$ cat src/rtl/alu8_pkg.sv
// Shared definitions for the 8-bit accumulator ALU.
// Assumes a 3-bit operation code; encodings are fixed because the
// instruction decoder upstream produces them directly.
package alu8_pkg;

    localparam int OP_W = 3;

    typedef enum logic [OP_W-1:0] {
        OP_ADD  = 3'd0,
        OP_SUB  = 3'd1,
        OP_CMP  = 3'd2,
        OP_SHL  = 3'd3,
        OP_ROL  = 3'd4,
        OP_SHR  = 3'd5,
        OP_ROR  = 3'd6,
        OP_PASS = 3'd7
    } alu_op_e;

    typedef enum logic [1:0] {
        SRC_ARITH = 2'd0,
        SRC_SHIFT = 2'd1,
        SRC_PASS  = 2'd2
    } res_src_e;

    // Decoded steering for one operation.
    typedef struct packed {
        logic     invert_b;
        logic     force_cin;
        logic     shift_left;
        logic     rotate;
        res_src_e src;
        logic     res_we;
        logic     n_we;
        logic     z_we;
        logic     c_we;
        logic     v_we;
    } alu_ctrl_t;

endpackage

$ cat src/rtl/alu8_decode.sv
// Operation decoder: turns the operation code into datapath steering
// and per-flag update enables. Purely combinational; assumes the code
// is one of the eight defined values (all are defined).
module alu8_decode
    import alu8_pkg::*;
(
    input  logic [OP_W-1:0] op_i,
    output alu_ctrl_t       ctrl_o
);

    // Map each operation onto its steering bits and enables.
    always_comb begin
        ctrl_o = '{invert_b: 1'b0, force_cin: 1'b0, shift_left: 1'b0,
                   rotate: 1'b0, src: SRC_ARITH, res_we: 1'b1,
                   n_we: 1'b1, z_we: 1'b1, c_we: 1'b1, v_we: 1'b0};
        unique case (alu_op_e'(op_i))
            OP_ADD: begin
                ctrl_o.v_we = 1'b1;
            end
            OP_SUB: begin
                ctrl_o.invert_b = 1'b1;
                ctrl_o.v_we     = 1'b1;
            end
            OP_CMP: begin
                ctrl_o.invert_b  = 1'b1;
                ctrl_o.force_cin = 1'b1;
                ctrl_o.res_we    = 1'b0;
            end
            OP_SHL: begin
                ctrl_o.src        = SRC_SHIFT;
                ctrl_o.shift_left = 1'b1;
            end
            OP_ROL: begin
                ctrl_o.src        = SRC_SHIFT;
                ctrl_o.shift_left = 1'b1;
                ctrl_o.rotate     = 1'b1;
            end
            OP_SHR: begin
                ctrl_o.src = SRC_SHIFT;
            end
            OP_ROR: begin
                ctrl_o.src    = SRC_SHIFT;
                ctrl_o.rotate = 1'b1;
            end
            OP_PASS: begin
                ctrl_o.src  = SRC_PASS;
                ctrl_o.c_we = 1'b0;
            end
            default: begin
                ctrl_o.res_we = 1'b0;
                ctrl_o.n_we   = 1'b0;
                ctrl_o.z_we   = 1'b0;
                ctrl_o.c_we   = 1'b0;
            end
        endcase
    end

endmodule

$ cat src/rtl/alu8_addsub.sv
// Shared adder for add, subtract and compare. Subtraction is formed by
// inverting B and using the carry-in as "no borrow". Assumes W >= 2.
module alu8_addsub #(
    parameter int W = 8
) (
    input  logic [W-1:0] a_i,
    input  logic [W-1:0] b_i,
    input  logic         cin_i,
    input  logic         invert_b_i,
    output logic [W-1:0] sum_o,
    output logic         cout_o,
    output logic         ovf_o
);

    localparam int MSB = W - 1;

    logic [W-1:0] b_eff;
    logic [W:0]   total;

    // Select the true or inverted second operand.
    always_comb b_eff = invert_b_i ? ~b_i : b_i;

    // Ripple sum with carry out in the top bit.
    always_comb total = {1'b0, a_i} + {1'b0, b_eff} + {{W{1'b0}}, cin_i};

    // Split the sum; overflow when like-signed inputs give an unlike sign.
    always_comb begin
        sum_o  = total[W-1:0];
        cout_o = total[W];
        ovf_o  = (a_i[MSB] == b_eff[MSB]) && (total[MSB] != a_i[MSB]);
    end

endmodule

$ cat src/rtl/alu8_shift.sv
// One-place shifter for operand A. Left or right; the vacated bit takes
// the carry for rotates and zero for plain shifts. The bit pushed out
// becomes the carry. Assumes W >= 2.
module alu8_shift #(
    parameter int W = 8
) (
    input  logic [W-1:0] a_i,
    input  logic         cin_i,
    input  logic         left_i,
    input  logic         rotate_i,
    output logic [W-1:0] out_o,
    output logic         cout_o
);

    logic fill;
    logic [W-1:0] left_v;
    logic [W-1:0] right_v;

    // Choose the bit that enters the vacated position.
    always_comb fill = rotate_i & cin_i;

    // Build both shifted words bit by bit.
    for (genvar i = 0; i < W; i++) begin : g_bits
        if (i == 0) begin : g_lo
            assign left_v[i]  = fill;
            assign right_v[i] = a_i[i+1];
        end else if (i == W - 1) begin : g_hi
            assign left_v[i]  = a_i[i-1];
            assign right_v[i] = fill;
        end else begin : g_mid
            assign left_v[i]  = a_i[i-1];
            assign right_v[i] = a_i[i+1];
        end
    end

    // Pick direction and the bit that falls off.
    always_comb begin
        out_o  = left_i ? left_v : right_v;
        cout_o = left_i ? a_i[W-1] : a_i[0];
    end

endmodule

$ cat src/rtl/alu8_flags.sv
// Derives the sign and zero flags from a finished result word.
module alu8_flags #(
    parameter int W = 8
) (
    input  logic [W-1:0] res_i,
    output logic         neg_o,
    output logic         zero_o
);

    // Sign is the top bit; zero is the NOR of all bits.
    always_comb begin
        neg_o  = res_i[W-1];
        zero_o = ~|res_i;
    end

endmodule

$ cat src/rtl/alu8_core.sv
// Top of the accumulator ALU. Combinational: decodes the operation,
// runs the shared adder and the shifter, selects the result, and emits
// next flag values with per-flag update enables. Holds no state, so it
// has no clock or reset; the surrounding processor registers outputs.
module alu8_core
    import alu8_pkg::*;
#(
    parameter int W = 8
) (
    input  logic [2:0]   op_i,
    input  logic [W-1:0] a_i,
    input  logic [W-1:0] b_i,
    input  logic         carry_i,
    output logic [W-1:0] result_o,
    output logic         result_we_o,
    output logic         n_o,
    output logic         z_o,
    output logic         c_o,
    output logic         v_o,
    output logic         n_we_o,
    output logic         z_we_o,
    output logic         c_we_o,
    output logic         v_we_o
);

    alu_ctrl_t    ctrl;
    logic         arith_cin;
    logic [W-1:0] arith_sum;
    logic         arith_cout;
    logic         arith_ovf;
    logic [W-1:0] shift_out;
    logic         shift_cout;

    alu8_decode u_decode (
        .op_i   (op_i),
        .ctrl_o (ctrl)
    );

    // Compare ignores the incoming carry and always subtracts cleanly.
    always_comb arith_cin = ctrl.force_cin | carry_i;

    alu8_addsub #(.W(W)) u_addsub (
        .a_i        (a_i),
        .b_i        (b_i),
        .cin_i      (arith_cin),
        .invert_b_i (ctrl.invert_b),
        .sum_o      (arith_sum),
        .cout_o     (arith_cout),
        .ovf_o      (arith_ovf)
    );

    alu8_shift #(.W(W)) u_shift (
        .a_i      (a_i),
        .cin_i    (carry_i),
        .left_i   (ctrl.shift_left),
        .rotate_i (ctrl.rotate),
        .out_o    (shift_out),
        .cout_o   (shift_cout)
    );

    // Result and carry selection by datapath source.
    always_comb begin
        unique case (ctrl.src)
            SRC_SHIFT: begin
                result_o = shift_out;
                c_o      = shift_cout;
            end
            SRC_PASS: begin
                result_o = b_i;
                c_o      = carry_i;
            end
            default: begin
                result_o = arith_sum;
                c_o      = arith_cout;
            end
        endcase
    end

    alu8_flags #(.W(W)) u_flags (
        .res_i  (result_o),
        .neg_o  (n_o),
        .zero_o (z_o)
    );

    // Overflow value and all enables come straight from decode and adder.
    always_comb begin
        v_o         = arith_ovf;
        result_we_o = ctrl.res_we;
        n_we_o      = ctrl.n_we;
        z_we_o      = ctrl.z_we;
        c_we_o      = ctrl.c_we;
        v_we_o      = ctrl.v_we;
    end

endmodule

$ cat config.mk
export PLATFORM = sky130hd
export DESIGN_NAME = alu8_core
export DESIGN_NICKNAME = d
export VERILOG_FILES = /design/src/rtl/alu8_pkg.sv /design/src/rtl/alu8_decode.sv /design/src/rtl/alu8_addsub.sv /design/src/rtl/alu8_shift.sv /design/src/rtl/alu8_flags.sv /design/src/rtl/alu8_core.sv
export SDC_FILE = /design/constraint.sdc
export NUM_CORES = 1
export LEC_CHECK = 0
export BUFFER_PORTS_ARGS = -buffer_cell sky130_fd_sc_hd__buf_2
export CAP_MARGIN = 15
export CORE_MARGIN = 2
export CORE_UTILIZATION = 45
export DETAILED_ROUTE_END_ITERATION = 16
export PLACE_DENSITY = 0.82
export SETUP_SLACK_MARGIN = 0.15
export SYNTH_ARGS = -nofsm -noshare
export SYNTH_HDL_FRONTEND = slang
export SYNTH_SLANG_ARGS = --single-unit
$ cat constraint.sdc
create_clock -name vclk -period 2.7
set_clock_uncertainty 0.05 [all_clocks]
set_input_delay 0 -clock vclk [all_inputs]
set_output_delay 0 -clock vclk [all_outputs]
set_load 0.005 [all_outputs]
# After elaboration in Yosys (flattened, before gate mapping)
# Index checks and enable logic that the tools add are counted.
[classes]
mux = 13
n_reduce_logical = 9
n_eq_ne = 11
bitwise_logic = 3
n_addsub = 2
[ops]
columns = ["operator", "count"]
rows = [
  ["$mux W8", 2],
  ["$pmux W8 S2", 1],
  ["$eq A3 B3 Y1 const B", 4],
  ["$add A8 B8 Y9", 1],
  ["$add A9 B1 Y9", 1],
  ["$mux W1", 8],
  ["$not A8 Y8", 1],
  ["$reduce_or A2 Y1", 4],
  ["$reduce_or A8 Y1", 1],
  ["$eq A3 B2 Y1 const B", 2],
  ["$pmux W2 S2", 1],
  ["$reduce_or A4 Y1", 1],
  ["$eq A3 B1 Y1 const B", 1],
  ["$logic_not A3 Y1", 1],
  ["$eq A2 B1 Y1 const B", 1],
  ["$eq A2 B2 Y1 const B", 1],
  ["$pmux W1 S2", 1],
  ["$and A1 B1 Y1", 1],
  ["$eq A1 B1 Y1", 1],
  ["$logic_and A1 B1 Y1", 1],
  ["$logic_not A1 Y1", 1],
  ["$ne A1 B1 Y1", 1],
  ["$or A1 B1 Y1", 1],
]
[totals]
wordCells = 38
output_inout_bits = 17
in_bits = 20
reg_bits = 0

# Longest topological paths before layout
[logic_depth]
word_depth = 9
mapped_depth = 13
mapped_depth_nobuf = 11

# Cells and area by module
# Synthesis repeated with hierarchy kept, for this count alone.
[unflattened]
hier_cells = 129
hier_area_um2 = 969.7
[by_module_without_submodules]
columns = ["module", "n_inst", "area_per_inst_um2", "cells_per_inst", "seq_area_each_um2"]
rows = [
  ["alu8_addsub", 1, 465.4, 60, 0.0],
  ["alu8_core", 1, 246.5, 36, 0.0],
  ["alu8_shift", 1, 138.9, 14, 0.0],
  ["alu8_decode", 1, 92.6, 15, 0.0],
  ["alu8_flags", 1, 26.3, 4, 0.0],
]

# Worst setup path after synthesis
# OpenSTA, ideal clock, no wires.
[synth_path]
path_type = "in2out"
startpoint = "in op_i[1]"
endpoint = "out z_o"
path_stages = 13
t_arrival_ps = 2788
path_buffers = 2
required_time_ps = 2650
slack_ps = -138
cell_sequence = "buf_4 > buf_2 > nand2b_1 > a21oi_4 > xnor2_1 > fa_1 > fa_1 > nand2b_1 > a211oi_1 > o21a_1 > nor3_1 > o31ai_1 > nor4b_4"
[synth_between]
elab_chain_len = 9
word_cells_on_any_way = 27
cone_classes = "2 x add/sub; 9 x eq/ne; 8 x mux; 2 x bitwise; 6 x reduce/logical"
[synth_lines]
columns = ["element", "line", "text"]
rows = [
  ["start: declaration", "alu8_core.sv:10", "input logic [2:0] op_i,"],
  ["$eq A3 B1 Y1 or $eq A3 B2 Y1 (tied branches)", "alu8_decode.sv:16", "unique case (alu_op_e'(op_i))"],
  ["$reduce_or A2 Y1 (no source line)", "n/a", ""],
  ["$mux W1", "alu8_decode.sv:16", ""],
  ["$mux W8", "alu8_addsub.sv:21", "always_comb b_eff = invert_b_i ? ~b_i : b_i;"],
  ["$add A8 B8 Y9", "alu8_addsub.sv:24", "always_comb total = {1'b0, a_i} + {1'b0, b_eff} + {{W{1'b0}}, cin_i};"],
  ["$add A9 B1 Y9", "alu8_addsub.sv:24", ""],
  ["$pmux W8 S2 (*)", "alu8_core.sv:63", "unique case (ctrl.src)"],
  ["named net result_o[6]", "alu8_core.sv:14", "output logic [W-1:0] result_o,"],
  ["$reduce_or A8 Y1 (*)", "alu8_flags.sv:13", "zero_o = ~|res_i;"],
  ["$logic_not A1 Y1 (*)", "alu8_flags.sv:13", ""],
  ["end: declaration", "alu8_core.sv:17", "output logic z_o,"],
]
# The timed path passes the listed nets; every way through them passes the cells marked *.

# Worst setup path in the final report
[layout_path]
startpoint = "in op_i[0]"
endpoint = "out z_o"
[layout_between]
elab_chain_len = 9
word_cells_on_any_way = 27
cone_classes = "2 x add/sub; 9 x eq/ne; 8 x mux; 2 x bitwise; 6 x reduce/logical"
[layout_lines]
columns = ["element", "line"]
rows = [
  ["$eq A3 B1 Y1 or $eq A3 B2 Y1 (tied branches)", "alu8_decode.sv:16"],
  ["$reduce_or A2 Y1 (no source line)", "n/a"],
  ["$mux W1", "alu8_decode.sv:16"],
  ["$mux W8", "alu8_addsub.sv:21"],
  ["$add A8 B8 Y9", "alu8_addsub.sv:24"],
  ["$add A9 B1 Y9", "alu8_addsub.sv:24"],
  ["$pmux W8 S2 (*)", "alu8_core.sv:63"],
  ["$reduce_or A8 Y1 (*)", "alu8_flags.sv:13"],
  ["$logic_not A1 Y1 (*)", "alu8_flags.sv:13"],
]
# Mark *: on every way between the ends. The rest lies on a longest branch, timed or not.

==> impl_metrics.env <==
export IMPL_status="finished clean"
export IMPL_holdCritPathClass="in2out"
export IMPL_ys_warn_count=0
export IMPL_seq_area_sq_um=0
export IMPL_fp_dieW_microns=52.4
export IMPL_grt_busiest_layer="met2"
export IMPL_num_io_pins=37
export IMPL_pwr_share_seq_pct=0
export IMPL_arrival_ps=2540
export IMPL_grt_max_degree=19
export IMPL_start_util_pct=47.7
export IMPL_use_met1_pct=31.0
export IMPL_met2_usage_pct=41.9
export IMPL_cp_common_cell="buf_6"
export IMPL_critPathMaxFanout=4
export IMPL_netlist_instances=144
export IMPL_drc=0
export IMPL_grt_setup_unrepaired="true"
export IMPL_switchingPower_mw=0.244
export IMPL_power_density_mw_per_mm2=310
export IMPL_required_ps=2650
export IMPL_cpMaxStageDelayCell="o311a_1"
export IMPL_dr_pass1_iters=4
export IMPL_fin_nets=217
export IMPL_post_route_period_util_pct=95.9
export IMPL_wire_per_inst_microns=16.3
export IMPL_wirelength_mm=3.44
export IMPL_antenna_found_initial=0
export IMPL_synth_area_sq_mm=0.00105
export IMPL_slew_violations=0
export IMPL_row_count=17
export IMPL_path_cells="buf_8, nand2b_4, a21oi_4, buf_6, buf_6, xor2_2, ha_1, a21o_1, and3_4, o311a_1, nor3_4, nor4_2, nor4b_4, buf_2"
export IMPL_peakVddDrop_mv=0.188
export IMPL_seq_area_frac_synth_pct=0
export IMPL_p_int_mw=0.212
export IMPL_clockPowerShare_pct=0
export IMPL_crit_start="op_i[0]"
export IMPL_die_area_sq_mm=0.00275
export IMPL_overflow=0
export IMPL_grt_pass1_wl_mm=5.06
export IMPL_die_y_microns=52.4
export IMPL_vias_per_cell=5.94
export IMPL_synth_cell_types=51
export IMPL_crit_end="z_o"
export IMPL_critPathLaunchType="input pin"
export IMPL_fmax_ghz=0.386
export IMPL_nFlopsAndLatches=0
export IMPL_hpwl_mm=2.60
export IMPL_hold_viol_final=0
export IMPL_clock_buffers=0
export IMPL_coreArea_sq_mm=0.00221
export IMPL_post_route_min_period_ps=2590
export IMPL_dp_cells=205
export IMPL_instances_no_fill=211
export IMPL_drt_initial_drc_count=69
export IMPL_slowest_delay_ps=330
export IMPL_p_comb_share_pct=100.0
export IMPL_path_class="in2out"
export IMPL_switching_share_pct=53.5
export IMPL_gp_congestion=0.959
export IMPL_ant_nets=0
export IMPL_syn2layout_area_growth_pct=39.3
export IMPL_antennaDiodeCount=0
export IMPL_avgSynthCellArea_sq_um=7.32
export IMPL_cp_end_kind="output port"
export IMPL_maxCapViolCount=0
export IMPL_portBuffers=35
export IMPL_setup_tns_ps=0
export IMPL_grt_pass1_vias=1137
export IMPL_whs_ps=365
export IMPL_p_leak_nw=0.699
export IMPL_vias=1254
export IMPL_drive_gt1_share_pct=44.3
export IMPL_nFillCells=177
export IMPL_grt_use_total_pct=23.5
export IMPL_setup_viol=0
export IMPL_grt_use_met3_pct=0.857
-- logic make-up after synthesis --
logic type / count (synthesis) / share of synthesized area (%)
other: 1 / 0.356
buffers and inverters: 24 / 10.7
AO/OA/AOI/OAI: 47 / 35.1
AND/OR/NAND/NOR: 43 / 23.3
adder cells (fa/ha/maj): 12 / 15.7
multiplexers: 3 / 3.32
XOR/XNOR: 14 / 11.6
-- worst min-delay path by stage --
stage	startpoint	cells after the start	endpoint	slack, ps
floorplan	a_i[7]	2	v_o	100
global placement	a_i[7]	4	v_o	360
detailed placement	a_i[7]	4	v_o	370
CTS	a_i[7]	4	v_o	380
global route	op_i[1]	4	result_we_o	380
finish	op_i[1]	4	result_we_o	360
-- layer usage --
layer	share of wire, %	routed length, microns
met1	42	1440
met2	51	1750
met3	5.7	196
met4	1.4	47
met5	0	0
-- synth_stat cells (3+ instances only) --
library cell,instances,area (sq um)
inv_1,13,48.8
ha_1,10,125
xor2_1,10,87.6
nor2_1,9,33.8
nand2_1,8,30.0
o21ai_0,8,40.0
a21oi_1,7,35.0
buf_4,5,37.5
nor3_1,5,25.0
nand2b_1,4,25.0
nand3_1,4,20.0
xnor2_1,4,35.0
a21o_1,3,22.5
a31oi_1,3,18.8
buf_2,3,15.0
o21a_1,3,22.5
-- power groups by stage --
| stage | Clock [mW] | Sequential, mW | Combinational [mW] |
|---|---|---|---|
| final | 0 | 0 | 0.455 |
| after global routing | 0 | 0 | 0.488 |
| after CTS | 0 | 0 | 0.406 |
| after detailed placement | 0 | 0 | 0.389 |
| after global placement | 0 | 0 | 0.379 |
| after floorplan | 0 | 0 | 0.270 |
-- worst max-delay path, delay by kind of cell --
kind                       cells  cell delay (ps)
and+or+nand+nor                5              850
buffers and inverters          4              490
xor gates and xnor gates       1              140
adders and majority gates      1              300
AOI/OAI and AO/OA              3              760
-- area by class of cell --
cell class	instances	area, sq um	area share, %
Multi-Input combinational cell	121	1080	73.6
Timing Repair Buffer	48	300	20.4
Inverter	14	52.6	3.58
Tap cell	28	35.0	2.39
-- through the flow --
step	power, mW	worst slack [ps]	instance area, sq um	utilization, %
after global placement	0.379	121	1300	58.7
after floorplan	0.270	97.8	1100	-
final	0.455	111	1470	66.4
after global routing	0.488	22.8	1470	66.4
after detailed placement	0.389	52.9	1300	58.7
after CTS	0.406	125	1330	60.2
-- what timing repair did --
| item | CTS | global route |
|---|---|---|
| resized for setup | 4 | 22 |
| buffers inserted | 1 | 5 |
| hold endpoints to repair | 0 | 0 |
| hold buffers | 0 | 0 |
| endpoints found under the setup margin | 1 | 5 |
| pin swaps | 2 | 11 |
-- cell usage in the layout (no fill, tap or decap), drive strengths merged, types with 3 or more instances in the layout --
cell type	netlist	layout
buf	8	48
inv	14	14
o21ai	10	10
ha	10	10
xor2	10	10
a21oi	10	10
nor2	9	9
nand2	8	8
nor3	5	5
nand3	4	4
nand2b	4	4
xnor2	4	4
a221oi	4	4
a21o	3	3
o21a	3	3
a31oi	3	3
Power figures use the tool's default switching activity.
